===== config.mk =====
export PLATFORM = sky130hd
export DESIGN_NAME = dbg_mbox
export DESIGN_NICKNAME = d
export VERILOG_FILES = /design/src/rtl/dbg_mbox_pkg.sv /design/src/rtl/mbox_out_chan.sv /design/src/rtl/mbox_in_chan.sv /design/src/rtl/dbg_mbox.sv
export SDC_FILE = /design/constraint.sdc
export NUM_CORES = 1
export LEC_CHECK = 0
export BUFFER_PORTS_ARGS = -buffer_cell sky130_fd_sc_hd__buf_2
export CORE_MARGIN = 5
export CORE_UTILIZATION = 56
export CTS_CLUSTER_SIZE = 24
export DETAILED_ROUTE_END_ITERATION = 12
export PLACE_DENSITY = 0.86
export SLEW_MARGIN = 20
export SYNTH_ARGS = -nofsm -noshare
export SYNTH_HDL_FRONTEND = slang
export SYNTH_SLANG_ARGS = --single-unit
export TNS_END_PERCENT = 50

===== constraint.sdc =====
create_clock -name clk_i -period 2.4 [get_ports clk_i]
set_input_delay 0.12 -clock clk_i [delete_from_list [all_inputs] [get_ports clk_i]]
set_output_delay 0.12 -clock clk_i [all_outputs]
set_load 0.01 [all_outputs]

===== src/rtl/dbg_mbox_pkg.sv =====
`timescale 1ns/1ps
package dbg_mbox_pkg;
  localparam int unsigned AW = 3;
  localparam logic [AW-1:0] A_CTRL = 3'd0;
  localparam logic [AW-1:0] A_IN0  = 3'd1;
  localparam logic [AW-1:0] A_OUT0 = 3'd3;
  localparam int unsigned NCH = 2;
  // control bit positions, decoded by software
  localparam int unsigned CB_NEW0  = 0;
  localparam int unsigned CB_RDY0  = 2;
  localparam int unsigned CB_WIDE  = 4;
  localparam int unsigned CB_HOLD0 = 6;
endpackage


===== src/rtl/mbox_out_chan.sv =====
`timescale 1ns/1ps
module mbox_out_chan #(
  parameter int unsigned DW = 16,
  localparam int unsigned NB = DW / 8
) (
  input  logic          clk_i,
  input  logic          rst_ni,
  input  logic          wr_i,
  input  logic [NB-1:0] be_i,
  input  logic [DW-1:0] wdata_i,
  input  logic          take_i,
  output logic [DW-1:0] data_o,
  output logic          rdy_o
);
  for (genvar b = 0; b < NB; b++) begin : g_byte
    always_ff @(posedge clk_i or negedge rst_ni) begin
      if (!rst_ni) data_o[b*8 +: 8] <= '0;
      else if (wr_i && be_i[b]) data_o[b*8 +: 8] <= wdata_i[b*8 +: 8];
    end
  end

  // a fresh message (upper byte committed) outranks a concurrent pickup
  always_ff @(posedge clk_i or negedge rst_ni) begin
    if (!rst_ni) rdy_o <= 1'b1;
    else if (wr_i && be_i[NB-1]) rdy_o <= 1'b0;
    else if (take_i) rdy_o <= 1'b1;
  end
endmodule


===== src/rtl/mbox_in_chan.sv =====
`timescale 1ns/1ps
module mbox_in_chan #(
  parameter int unsigned DW = 16
) (
  input  logic          clk_i,
  input  logic          rst_ni,
  input  logic          put_i,
  input  logic [DW-1:0] pdata_i,
  input  logic          clr_i,
  output logic [DW-1:0] data_o,
  output logic          new_o
);
  always_ff @(posedge clk_i or negedge rst_ni) begin
    if (!rst_ni) data_o <= '0;
    else if (put_i) data_o <= pdata_i;
  end

  // set has priority so a message arriving during a read is kept
  always_ff @(posedge clk_i or negedge rst_ni) begin
    if (!rst_ni) new_o <= 1'b0;
    else if (put_i) new_o <= 1'b1;
    else if (clr_i) new_o <= 1'b0;
  end
endmodule


===== src/rtl/dbg_mbox.sv =====
`timescale 1ns/1ps
module dbg_mbox
  import dbg_mbox_pkg::*;
#(
  parameter int unsigned DW = 16,
  localparam int unsigned NB = DW / 8
) (
  input  logic            clk_i,
  input  logic            rst_ni,
  input  logic            cpu_req_i,
  input  logic            cpu_we_i,
  input  logic [AW-1:0]   cpu_addr_i,
  input  logic [NB-1:0]   cpu_be_i,
  input  logic [DW-1:0]   cpu_wdata_i,
  output logic [DW-1:0]   cpu_rdata_o,
  input  logic            dbg_req_i,
  input  logic            dbg_we_i,
  input  logic            dbg_sel_i,
  input  logic [2*DW-1:0] dbg_wdata_i,
  output logic [2*DW-1:0] dbg_rdata_o,
  output logic [NCH-1:0]  out_rdy_o,
  output logic [NCH-1:0]  in_new_o
);
  logic           cpu_rd, cpu_wr, dbg_rd, dbg_wr, ctrl_wr;
  logic           wide_q;
  logic [NCH-1:0] hold_q;
  logic [DW-1:0]  in_data  [NCH];
  logic [DW-1:0]  out_data [NCH];
  logic [DW-1:0]  ctrl_rd;

  assign cpu_rd  = cpu_req_i && !cpu_we_i;
  assign cpu_wr  = cpu_req_i &&  cpu_we_i;
  assign dbg_rd  = dbg_req_i && !dbg_we_i;
  assign dbg_wr  = dbg_req_i &&  dbg_we_i;
  assign ctrl_wr = cpu_wr && cpu_addr_i == A_CTRL && cpu_be_i[0];

  always_ff @(posedge clk_i or negedge rst_ni) begin
    if (!rst_ni) begin
      wide_q <= 1'b0;
      hold_q <= '0;
    end else if (ctrl_wr) begin
      wide_q <= cpu_wdata_i[CB_WIDE];
      hold_q <= cpu_wdata_i[CB_HOLD0 +: NCH];
    end
  end

  for (genvar c = 0; c < NCH; c++) begin : g_ch
    localparam logic [AW-1:0] InAddr  = A_IN0  + AW'(c);
    localparam logic [AW-1:0] OutAddr = A_OUT0 + AW'(c);
    logic          hit;
    logic          rd_clr, sw_clr;
    logic [DW-1:0] pdata;

    assign hit    = wide_q || (dbg_sel_i == c[0]);
    assign rd_clr = cpu_rd && cpu_addr_i == InAddr && !hold_q[c];
    assign sw_clr = ctrl_wr && !cpu_wdata_i[CB_NEW0 + c];
    assign pdata  = wide_q ? dbg_wdata_i[c*DW +: DW] : dbg_wdata_i[DW-1:0];

    mbox_in_chan #(.DW(DW)) i_in (
      .clk_i   (clk_i),
      .rst_ni  (rst_ni),
      .put_i   (dbg_wr && hit),
      .pdata_i (pdata),
      .clr_i   (rd_clr || sw_clr),
      .data_o  (in_data[c]),
      .new_o   (in_new_o[c])
    );

    mbox_out_chan #(.DW(DW)) i_out (
      .clk_i   (clk_i),
      .rst_ni  (rst_ni),
      .wr_i    (cpu_wr && cpu_addr_i == OutAddr),
      .be_i    (cpu_be_i),
      .wdata_i (cpu_wdata_i),
      .take_i  (dbg_rd && hit),
      .data_o  (out_data[c]),
      .rdy_o   (out_rdy_o[c])
    );
  end

  always_comb begin
    ctrl_rd = '0;
    ctrl_rd[CB_HOLD0 +: NCH] = hold_q;
    ctrl_rd[CB_WIDE]         = wide_q;
    ctrl_rd[CB_RDY0 +: NCH]  = out_rdy_o;
    ctrl_rd[CB_NEW0 +: NCH]  = in_new_o;
  end

  always_comb begin
    case (cpu_addr_i)
      A_CTRL:          cpu_rdata_o = ctrl_rd;
      A_IN0:           cpu_rdata_o = in_data[0];
      A_IN0 + 3'd1:    cpu_rdata_o = in_data[1];
      A_OUT0:          cpu_rdata_o = out_data[0];
      A_OUT0 + 3'd1:   cpu_rdata_o = out_data[1];
      default:         cpu_rdata_o = '0;
    endcase
  end

  assign dbg_rdata_o = wide_q ? {out_data[1], out_data[0]}
                              : {{DW{1'b0}}, out_data[dbg_sel_i]};
endmodule


==> flow_metrics.env <==
export IMPL_grt_first_pass_wirelength_mm=16.6
export IMPL_cts_made_buffers=9
export IMPL_synth_seq_area_share_pct=46.8
export IMPL_syn_nets=376
export IMPL_grt_max_degree=44
export IMPL_ys_ff_latch=71
export IMPL_drc=0
export IMPL_drtIter0Drc=214
export IMPL_overflow=0
export IMPL_die_width_um=92.4
export IMPL_fp_dieArea_sq_um=8530
export IMPL_initial_utilization_pct=56.9
export IMPL_slew_violations=0
export IMPL_met1_length_mm=4.30
export IMPL_slew_headroom_pct=49.0
export IMPL_hold_violations=0
export IMPL_vias_per_cell=5.95
export IMPL_async_flop_share_pct=100
export IMPL_start_kind="input pin"
export IMPL_yosysWarnings=0
export IMPL_grt_use_total_pct=25.2
export IMPL_fill_cells=470
export IMPL_cts_sinks=71
export IMPL_postRouteAntennaNets=0
export IMPL_pre_cts_slack_ns=0.586
export IMPL_vias=3027
export IMPL_place_area_sq_um=4370
export IMPL_placed_cells=488
export IMPL_ios=112
export IMPL_htree_levels=3
export IMPL_skew_ns=0.00814
export IMPL_worstPathArrival_ns=1.71
export IMPL_yosysTopAreaCell="dfrtp_1"
export IMPL_min_path_type="input pin to flip-flop"
export IMPL_peakVddDrop_mv=0.437
export IMPL_cts_tree="done"
export IMPL_port_buffers=111
export IMPL_num_rows=30
export IMPL_p_leak_nw=2.31
export IMPL_cp_max_fo=22
export IMPL_ys_types=33
export IMPL_tns_ns=0
export IMPL_synth_edf_count=0
export IMPL_worstPathRequired_ns=2.28
export IMPL_outcome="completed"
export IMPL_postCtsResizedCells=0
export IMPL_wl_mm=10.3
export IMPL_insertion_delay_ns=0.35
export IMPL_routed_wl_met2_mm=5.05
export IMPL_period_minus_slack_ns=1.83
export IMPL_design_area_sq_um=4660
export IMPL_cts_clk_slew_worst_paths_ns=0.07
export IMPL_fin_crit_sh_pct=76.3
export IMPL_synth_area_top_cells="dfrtp_1 (45%), mux2_2 (17%), mux2i_1 (10%), mux2_4 (3.6%), and2_1 (2.6%)"
export IMPL_highest_layer="met4"
export IMPL_hpwl_mm=7.02
export IMPL_cts_root_buf="clkbuf_8"
export IMPL_drive_gt1_share_pct=49.2
export IMPL_die_h_um=92.4
export IMPL_worst_setup_path_type="input pin to output pin"
export IMPL_synth_ff_type="dfrtp_1"
export IMPL_syn_inst=316
export IMPL_firstDrtPassIters=4
export IMPL_wl_met3_um=689
export IMPL_fin_cells=509
export IMPL_worst_pin_slew_ns=0.765
export IMPL_setup_ws_ns=0.568
export IMPL_setup_viol=0
export IMPL_layout_nets=484
export IMPL_antenna_found_initial=0
export IMPL_fmax_mhz=546
export IMPL_syn_area_per_cell_sq_um=12.0
export IMPL_synth_top_area_share_pct=45.4
export IMPL_clk_path_buf_depth=2
export IMPL_gp_congestion=0.795
export IMPL_core_area_sq_um=6680
export IMPL_wl_per_cell_um=20.2
export IMPL_antennaDiodeCount=0
export IMPL_grt_setup_unrepaired="no"
export IMPL_power_density_nw_per_um2=812
export IMPL_area_growth_pct=22.7
export IMPL_cap_violations=0
export IMPL_syn_cell_area_sq_um=3800
export IMPL_cp_end_kind="output pin"
export IMPL_grt_pass1_vias=3145
export IMPL_post_cts_buffers=0
==> critical path, cell delays in order <==
cell and delay (ns):
buf_2 0.42, nand2b_1 0.55, o22ai_1 0.41, buf_2 0.19
==> per-stage QoR <==
stage	util (%)	total power [mW]	hold slack [ns]
after floorplan	-	2.25	-0.176
after global placement	65.4	2.57	0.177
after detailed placement	65.4	2.61	0.200
after CTS	69.2	3.79	0.000875
after global routing	69.8	3.98	0.000735
final	69.8	3.79	0.0171
==> flip-flops by register name (all words and copies together) (netlist names) <==
signal             flops
g_ch.i_in.new_o        2
hold_q                 2
g_ch.i_in.data_o      32
g_ch.i_out.rdy_o       2
g_ch.i_out.data_o     32
wide_q                 1
==> cell type report <==
cell class / count / area, sq um / share of cell area (%)
Sequential cell: 71 / 1780 / 38.2
Tap cell: 80 / 100 / 2.15
Clock inverter: 6 / 108 / 2.31
Timing Repair Buffer: 123 / 671 / 14.4
Multi-Input combinational cell: 217 / 1860 / 39.9
Clock buffer: 10 / 138 / 2.95
Inverter: 2 / 7.51 / 0.161
==> cells in the final DEF (no fill, tap or decap), types with 2 or more instances in the layout <==
cell type | netlist | routed
clkbuf_8 | 0 | 10
and2_1 | 16 | 16
o22ai_1 | 16 | 16
nor2_2 | 3 | 3
nand2b_1 | 2 | 2
a2bb2oi_1 | 7 | 7
clkinv_2 | 0 | 2
mux2_4 | 9 | 9
nor2_1 | 4 | 4
dfrtp_1 | 69 | 69
a21oi_1 | 2 | 2
buf_4 | 5 | 6
nand2_1 | 19 | 19
bufinv_16 | 0 | 3
mux2i_1 | 39 | 39
o21ai_0 | 18 | 18
a22oi_1 | 9 | 9
dfstp_2 | 2 | 2
nor2b_1 | 3 | 3
mux2_2 | 58 | 58
buf_2 | 6 | 111
dlygate4sd3_1 | 0 | 5
inv_1 | 2 | 2
==> metal layers <==
metal	global-route usage, %	up-vias
met3	7.80	20
met5	0	-
li1	-	1358
met4	8.91	0
met2	40.8	135
met1	32.0	1514
==> synth_stat cells, types with 3 or more instances <==
| cell type | number |
|---|---|
| buf_4 | 5 |
| nand2_1 | 19 |
| mux2_2 | 58 |
| mux2i_1 | 39 |
| clkbuf_1 | 11 |
| o21ai_0 | 18 |
| buf_2 | 6 |
| nor2_1 | 4 |
| o22ai_1 | 16 |
| and2_1 | 16 |
| nor2b_1 | 3 |
| dfrtp_1 | 69 |
| a22oi_1 | 9 |
| nor2_2 | 3 |
| a2bb2oi_1 | 7 |
| buf_6 | 4 |
| mux2_4 | 9 |
==> cell families after synthesis <==
logic type	after synthesis	synth area share [%]
buffers and inverters	28	4.25
AOI/OAI and AO/OA	55	9.35
and+or+nand+nor	56	8.59
DFF	71	46.8
muxes	106	31.0
==> timing repair <==
action	CTS	global route
hold buffers	1	4
setup endpoints to repair	0	0
endpoints found under the hold margin	28	5
==> power by group <==
group	leakage [nW]	switching, mW	internal, mW	total, mW
logic	1.31	0.468	0.514	0.981
registers	0.875	0.185	1.44	1.63
clock network	0.122	0.463	0.715	1.18
total	2.31	1.12	2.67	3.79
==> worst paths after layout <==
kind                                                 end  slack [ns]  cells after the start                 from
worst max-delay path                      cpu_rdata_o[5]        0.57                      4        cpu_addr_i[0]
worst min-delay path             g_ch[0].i_in.data_o[12]        0.02                      2      dbg_wdata_i[12]
worst max register to register    g_ch[0].i_in.data_o[5]        0.76                      3               wide_q
worst min register to register       g_ch[1].i_out.rdy_o        0.49                      2  g_ch[1].i_out.rdy_o
max in group asynchronous            g_ch[1].i_out.rdy_o        1.33                      3               rst_ni
min in group asynchronous       g_ch[1].i_out.data_o[10]        0.35                      2               rst_ni
(Power assumes the default switching activity.)
